[src/rtl/pci_term_pkg.sv]
// Shared types for the initiator termination controller.
// Assumes: two-bit termination code consumed by upstream logic.
package pci_term_pkg;

    // Termination code reported on status; upper bit marks an error.
    typedef enum logic [1:0] {
        TERM_OK     = 2'b00,
        TERM_DISC   = 2'b01,
        TERM_TABORT = 2'b10,
        TERM_MABORT = 2'b11
    } term_code_t;

    // Controller sequencing states.
    typedef enum logic [1:0] {
        SEQ_IDLE = 2'b00,
        SEQ_ADDR = 2'b01,
        SEQ_DATA = 2'b10
    } seq_state_t;

endpackage

[src/rtl/pit_devsel_watch.sv]
// Select watchdog: counts data-phase edges until the target claims the
// cycle, and flags a master abort on the TIMEOUT-th edge without a claim.
// Assumes: TIMEOUT >= 1; arm is pulsed when a burst is accepted.
module pit_devsel_watch #(
    parameter int TIMEOUT = 5
) (
    input  logic clk,
    input  logic rst_n,
    input  logic arm,
    input  logic active,
    input  logic devsel_n,
    output logic expired
);
    localparam int TW = $clog2(TIMEOUT + 1);
    localparam logic [TW-1:0] LAST_TICK = TW'(TIMEOUT - 1);
    localparam logic [TW-1:0] MAX_TICK  = TW'(TIMEOUT);

    logic [TW-1:0] ticks;
    logic          seen;

    // Track whether the target has claimed and how long we have waited.
    always_ff @(posedge clk) begin
        if (!rst_n) begin
            ticks <= '0;
            seen  <= 1'b0;
        end else if (arm) begin
            ticks <= '0;
            seen  <= 1'b0;
        end else if (active) begin
            if (!devsel_n) begin
                seen <= 1'b1;
            end else if (!seen && ticks != MAX_TICK) begin
                ticks <= ticks + 1'b1;
            end
        end
    end

    // Abort decision for the edge under way.
    always_comb begin
        expired = active && !seen && devsel_n && (ticks == LAST_TICK);
    end
endmodule

[src/rtl/pit_beat_count.sv]
// Word counter: accumulates completed transfers of one burst.
// Assumes: xfer is only raised during data phases; count never exceeds
// the requested length, so LEN_W bits are enough.
module pit_beat_count #(
    parameter int LEN_W = 8
) (
    input  logic             clk,
    input  logic             rst_n,
    input  logic             clear,
    input  logic             xfer,
    output logic [LEN_W-1:0] count,
    output logic [LEN_W-1:0] count_next
);
    // Count value once the current edge's transfer is included.
    always_comb begin
        count_next = count + LEN_W'(xfer);
    end

    // Register the running count; cleared when a burst is accepted.
    always_ff @(posedge clk) begin
        if (!rst_n) begin
            count <= '0;
        end else if (clear) begin
            count <= '0;
        end else begin
            count <= count_next;
        end
    end
endmodule

[src/rtl/pit_term_fsm.sv]
// Termination sequencer: drives FRAME#/IRDY#, decides the final phase,
// and classifies the end of each transaction.
// Assumes: the address phase lasts one cycle; IRDY# stays asserted for
// every data phase (the initiator never inserts wait states).
module pit_term_fsm
    import pci_term_pkg::*;
#(
    parameter int LEN_W = 8
) (
    input  logic             clk,
    input  logic             rst_n,
    input  logic             start,
    input  logic [LEN_W-1:0] burst_len,
    input  logic             devsel_n,
    input  logic             trdy_n,
    input  logic             stop_n,
    input  logic             expired,
    input  logic [LEN_W-1:0] count_next,
    output logic             accept,
    output logic             in_data,
    output logic             xfer,
    output logic             frame_n,
    output logic             irdy_n,
    output logic             done,
    output term_code_t       status,
    output logic             bus_err
);
    seq_state_t       state;
    logic [LEN_W-1:0] len_q;
    logic             stop_seen;
    logic             tgt_abort;
    logic             disc_req;
    logic             all_moved;
    logic             one_left;

    // Decode the target's response for the edge under way.
    always_comb begin
        accept    = (state == SEQ_IDLE) && start && (burst_len != '0);
        in_data   = (state == SEQ_DATA);
        xfer      = in_data && !trdy_n;
        tgt_abort = in_data && !stop_n && devsel_n && trdy_n;
        disc_req  = !stop_n && !devsel_n;
        all_moved = (count_next == len_q);
        one_left  = (count_next == len_q - LEN_W'(1));
    end

    // Sequence the bus phases and record the termination result.
    always_ff @(posedge clk) begin
        if (!rst_n) begin
            state     <= SEQ_IDLE;
            frame_n   <= 1'b1;
            irdy_n    <= 1'b1;
            len_q     <= '0;
            stop_seen <= 1'b0;
            done      <= 1'b0;
            status    <= TERM_OK;
            bus_err   <= 1'b0;
        end else begin
            done <= 1'b0;
            case (state)
                SEQ_IDLE: begin
                    if (accept) begin
                        state     <= SEQ_ADDR;
                        len_q     <= burst_len;
                        frame_n   <= 1'b0;
                        stop_seen <= 1'b0;
                        status    <= TERM_OK;
                        bus_err   <= 1'b0;
                    end
                end
                SEQ_ADDR: begin
                    state   <= SEQ_DATA;
                    irdy_n  <= 1'b0;
                    frame_n <= (len_q == LEN_W'(1));
                end
                SEQ_DATA: begin
                    if (tgt_abort) begin
                        state   <= SEQ_IDLE;
                        frame_n <= 1'b1;
                        irdy_n  <= 1'b1;
                        done    <= 1'b1;
                        status  <= TERM_TABORT;
                        bus_err <= 1'b1;
                    end else if (expired) begin
                        state   <= SEQ_IDLE;
                        frame_n <= 1'b1;
                        irdy_n  <= 1'b1;
                        done    <= 1'b1;
                        status  <= TERM_MABORT;
                        bus_err <= 1'b1;
                    end else if (frame_n) begin
                        if (xfer || !stop_n) begin
                            state  <= SEQ_IDLE;
                            irdy_n <= 1'b1;
                            done   <= 1'b1;
                            status <= all_moved ? TERM_OK : TERM_DISC;
                        end
                    end else if (xfer && one_left) begin
                        frame_n <= 1'b1;
                    end else if (stop_seen) begin
                        frame_n <= 1'b1;
                    end else if (disc_req) begin
                        stop_seen <= 1'b1;
                    end
                end
                default: state <= SEQ_IDLE;
            endcase
        end
    end
endmodule

[src/rtl/pci_init_term.sv]
// Top of the initiator burst termination controller. Connects the
// sequencer, the word counter and the select watchdog.
// Assumes: target lines are synchronous to clk; reset is synchronous.
module pci_init_term
    import pci_term_pkg::*;
#(
    parameter int LEN_W          = 8,
    parameter int DEVSEL_TIMEOUT = 5
) (
    input  logic             clk,
    input  logic             rst_n,
    input  logic             start,
    input  logic [LEN_W-1:0] burst_len,
    input  logic             devsel_n,
    input  logic             trdy_n,
    input  logic             stop_n,
    output logic             frame_n,
    output logic             irdy_n,
    output logic             done,
    output logic [1:0]       status,
    output logic [LEN_W-1:0] xfer_count,
    output logic             bus_err
);
    logic             accept;
    logic             in_data;
    logic             xfer;
    logic             expired;
    logic [LEN_W-1:0] count_next;
    term_code_t       code;

    pit_term_fsm #(.LEN_W(LEN_W)) u_fsm (
        .clk        (clk),
        .rst_n      (rst_n),
        .start      (start),
        .burst_len  (burst_len),
        .devsel_n   (devsel_n),
        .trdy_n     (trdy_n),
        .stop_n     (stop_n),
        .expired    (expired),
        .count_next (count_next),
        .accept     (accept),
        .in_data    (in_data),
        .xfer       (xfer),
        .frame_n    (frame_n),
        .irdy_n     (irdy_n),
        .done       (done),
        .status     (code),
        .bus_err    (bus_err)
    );

    pit_beat_count #(.LEN_W(LEN_W)) u_cnt (
        .clk        (clk),
        .rst_n      (rst_n),
        .clear      (accept),
        .xfer       (xfer),
        .count      (xfer_count),
        .count_next (count_next)
    );

    pit_devsel_watch #(.TIMEOUT(DEVSEL_TIMEOUT)) u_watch (
        .clk      (clk),
        .rst_n    (rst_n),
        .arm      (accept),
        .active   (in_data),
        .devsel_n (devsel_n),
        .expired  (expired)
    );

    // Present the termination code as a plain vector.
    always_comb begin
        status = code;
    end
endmodule

[config.mk]
export PLATFORM = sky130hd
export DESIGN_NAME = pci_init_term
export DESIGN_NICKNAME = d
export VERILOG_FILES = /design/src/rtl/pci_term_pkg.sv /design/src/rtl/pit_devsel_watch.sv /design/src/rtl/pit_beat_count.sv /design/src/rtl/pit_term_fsm.sv /design/src/rtl/pci_init_term.sv
export SDC_FILE = /design/constraint.sdc
export NUM_CORES = 1
export LEC_CHECK = 0
export BUFFER_PORTS_ARGS = -buffer_cell sky130_fd_sc_hd__buf_2
export CORE_AREA = 2 2 59 61
export CTS_BUF_LIST = sky130_fd_sc_hd__clkbuf_4
export DETAILED_ROUTE_END_ITERATION = 10
export DIE_AREA = 0 0 61 63
export PLACE_DENSITY = 0.77
export SLEW_MARGIN = 5
export SYNTH_ARGS = -nofsm -noshare
export SYNTH_HDL_FRONTEND = slang
export SYNTH_HIERARCHICAL = 1
export SYNTH_SLANG_ARGS = --single-unit
[constraint.sdc]
create_clock -name clk -period 3.6 [get_ports clk]
set_clock_uncertainty 0.1 [all_clocks]
set_input_delay 0.72 -clock clk [delete_from_list [all_inputs] [get_ports clk]]
set_output_delay 0.72 -clock clk [all_outputs]
set_load 0.1 [all_outputs]
==> results.py <==
metrics = {
    "status": {
        "outcome": "finished, final reports clean",
    },
    "sta": {
        "drv_slew": 0,
        "tns_ns": 0,
        "max_freq_mhz": 338.1,
        "slew_headroom": 0.6710,
        "rsz0062_at_grt": "false",
        "setup_viol": 0,
        "fin_crit_sh": 0.8216,
        "tightestPinTransition_ns": 0.4890,
        "hold_ws_ns": 0.3854,
        "hold_viol": 0,
        "min_period_ns": 2.958,
    },
    "clocking": {
        "post-cts-setup-buffers": 0,
        "cts_root_buf": "clkbuf_4",
        "ctsHoldBuffers": 0,
        "cts_buffers": 5,
        "cts_resized": 0,
        "clock_latency_ns": 0.34,
        "clock-sinks": 29,
        "cts_tree": "done",
        "htree_levels": 2,
        "cts_buffer_depth": 2,
        "clk_pin_slew_ns": 0.10,
    },
    "die": {
        "core-area_mm2": 0.003232,
        "die_h_um": 63,
        "initial_core_util": 0.5451,
        "row_count": 21,
        "io-pin-count": 28,
        "die_x_um": 61,
        "die-area_mm2": 0.003843,
    },
    "synthesis": {
        "synth_seq_cells": 29,
        "syn_area_per_cell_um2": 8.552,
        "netlist.top_cell.by_area": "dfxtp_1",
        "synth_flop_cell": "dfxtp_1",
        "ys_types": 49,
        "yosysSeqAreaShare": 0.3295,
        "synth_area_leaders": "dfxtp_1 33%, ha_1 7.8%, xor2_1 5.5%",
        "netlist_instances": 206,
        "synth_edf_count": 0,
        "synth_warnings": 6,
        "synthArstFlopShare": 0,
        "syn_area_mm2": 0.001762,
        "synth_fp_nets": 231,
        "yosysTopAreaCellShare": 0.3295,
    },
    "worst_setup_path": {
        "r2r-start": "u_fsm/state[0]",
        "crit_type": "reg -> reg",
        "cp.arrival_ns": 3.14,
        "worst_path_max_delay_cell": "nor4_1",
        "cp_slowest_stage_delay_ns": 0.43,
        "start_kind": "flop",
        "crit_top_cell": "ha_1",
        "path_cells": "inv_1, ha_1, nor2b_1, ha_1, ha_1, nand3_1, xnor2_1, xor2_1, xnor2_1, a32oi_1, nor4_1, a2bb2oi_1",
        "crit_path_max_fanout": 4,
        "end_kind": "flop",
        "cp-startpoint": "u_fsm/state[0]",
        "cp.required_ns": 3.78,
    },
    "layout": {
        "fin_nets": 263,
        "layout_common_cells": "29 x dfxtp_1, 27 x buf_2, 23 x nand2_1",
        "drive_above_1_share": 0.2176,
        "area_growth_pct": 13.21,
        "finalNonFillerCells": 285,
        "final_cell_area_mm2": 0.001994,
        "post-route-util": 0.6171,
        "final_common_cell": "dfxtp_1",
        "n_antenna_cell": 0,
    },
    "hold_path": {
        "hold_start": "u_fsm/bus_err",
        "hold_path.class": "reg -> reg",
    },
    "drt": {
        "routed-via-count": 1555,
        "initialDrtViolationCount": 73,
        "drtAntennaViolNets": 0,
        "wl_um": 3771,
        "drtPass1Iterations": 4,
        "drc": 0,
        "viasPerCell": 5.456,
        "wl_per_cell_um": 13.23,
    },
    "pwr": {
        "swShare": 0.3744,
        "p_seq_frac": 0.457,
        "p_int_w": 0.0004962,
        "clockPowerShare": 0.235,
        "switchingPower_w": 0.0002969,
        "pwr-share-comb": 0.307,
        "irDropWorstVdd_uv": 184.4,
        "powerDensity_mw_per_mm2": 397.6,
        "p_leak_nw": 0.8840,
    },
    "place": {
        "placed_area_mm2": 0.001944,
        "dp.cells": 277,
        "gp_congestion": 0.8988,
        "port_buffers": 27,
        "hpwl_um": 2815,
    },
    "run": {
        "maxCapViolations": 0,
    },
    "grt": {
        "grt_max_degree": 18,
        "grt_pass1_vias": 1467,
        "grt-ovfl-total": 0,
        "antenna_found_initial": 0,
        "grt_pass1_wl_um": 6354,
        "grt_usage": 0.2189,
    },
}
==> synth_stat cells (3+ instances only) <==
| library cell | number |
|---|---|
| dfxtp_1 | 29 |
| nand2_1 | 23 |
| a21oi_1 | 18 |
| inv_1 | 12 |
| ha_1 | 11 |
| xor2_1 | 11 |
| nor2_1 | 10 |
| o21ai_0 | 8 |
| and2_1 | 7 |
| nand3_1 | 7 |
| xnor2_1 | 6 |
| nor2b_1 | 5 |
| a21oi_2 | 4 |
| nor4_1 | 4 |
| a32oi_1 | 3 |
| mux2i_1 | 3 |
| nand2b_1 | 3 |
| nor3_1 | 3 |
==> area by class of cell <==
cell class | instances | area (um2)
clock buffers | 5 | 37.54
clock inverters | 3 | 12.51
fillers | 288 | 1237
inverters | 13 | 48.80
multi-input cells | 160 | 1107
flip-flops and latches | 29 | 580.6
well taps | 46 | 57.56
repair buffers | 29 | 150.1
==> through the flow <==
stage	power (W)	setup slack, ns
after floorplan	0.0005589	0.6560
after global placement	0.0006070	0.5835
after detailed placement	0.0006112	0.5083
after CTS	0.0007973	0.6803
after global routing	0.0008401	0.3932
final	0.0007931	0.6421
==> final timing paths <==
path              slack (ns)  cells after the start             to
hold reg to reg         0.39                      2  u_fsm/bus_err
setup / recovery        0.64                     12  u_fsm/frame_n
setup reg to reg        0.64                     12  u_fsm/frame_n
hold / removal          0.39                      2  u_fsm/bus_err
==> power groups by stage <==
stage	Sequential, W	Combinational, W	Clock [W]
finish	0.000363	0.000244	0.000187
global placement	0.000369	0.000238	0
detailed placement	0.000370	0.000242	0
global route	0.000366	0.000267	0.000208
floorplan	0.000407	0.000152	0
CTS	0.000362	0.000243	0.000193
==> kinds of logic (layout without fill, tap and decap cells) <==
family                   count (synthesis)  after routing  synth area share
buffers and inverters                   17             50           0.04190
adder cells (fa/ha/maj)                 11             11           0.07812
XOR/XNOR                                17             17           0.08452
AND/OR/NAND/NOR                         82             82            0.2649
flip-flops                              29             29            0.3295
AO/OA/AOI/OAI                           47             47            0.1840
multiplexers                             3              3           0.01705
==> registers in the layout, indices dropped and copies added, names as in the netlist, 2 cells and up <==
name and count:
u_fsm/len_q 8, u_cnt/count 8, u_fsm/status 2, u_watch/ticks 3, u_fsm/state 2
==> layer usage <==
layer	wire length, um	track usage
met1	1808	0.2788
met2	1691	0.3320
met3	209	0.07660
met4	61	0.08696
met5	0	0
==> critical path, delay by kind of cell, from the launching register on <==
family	cells	cell delay (ns)
compound gates	2	0.29
xor+xnor	3	0.69
fa+ha+maj	3	0.61
buf+inv	1	0.09
flops	1	0.35
simple gates	3	0.74
(Power assumes the default switching activity.)
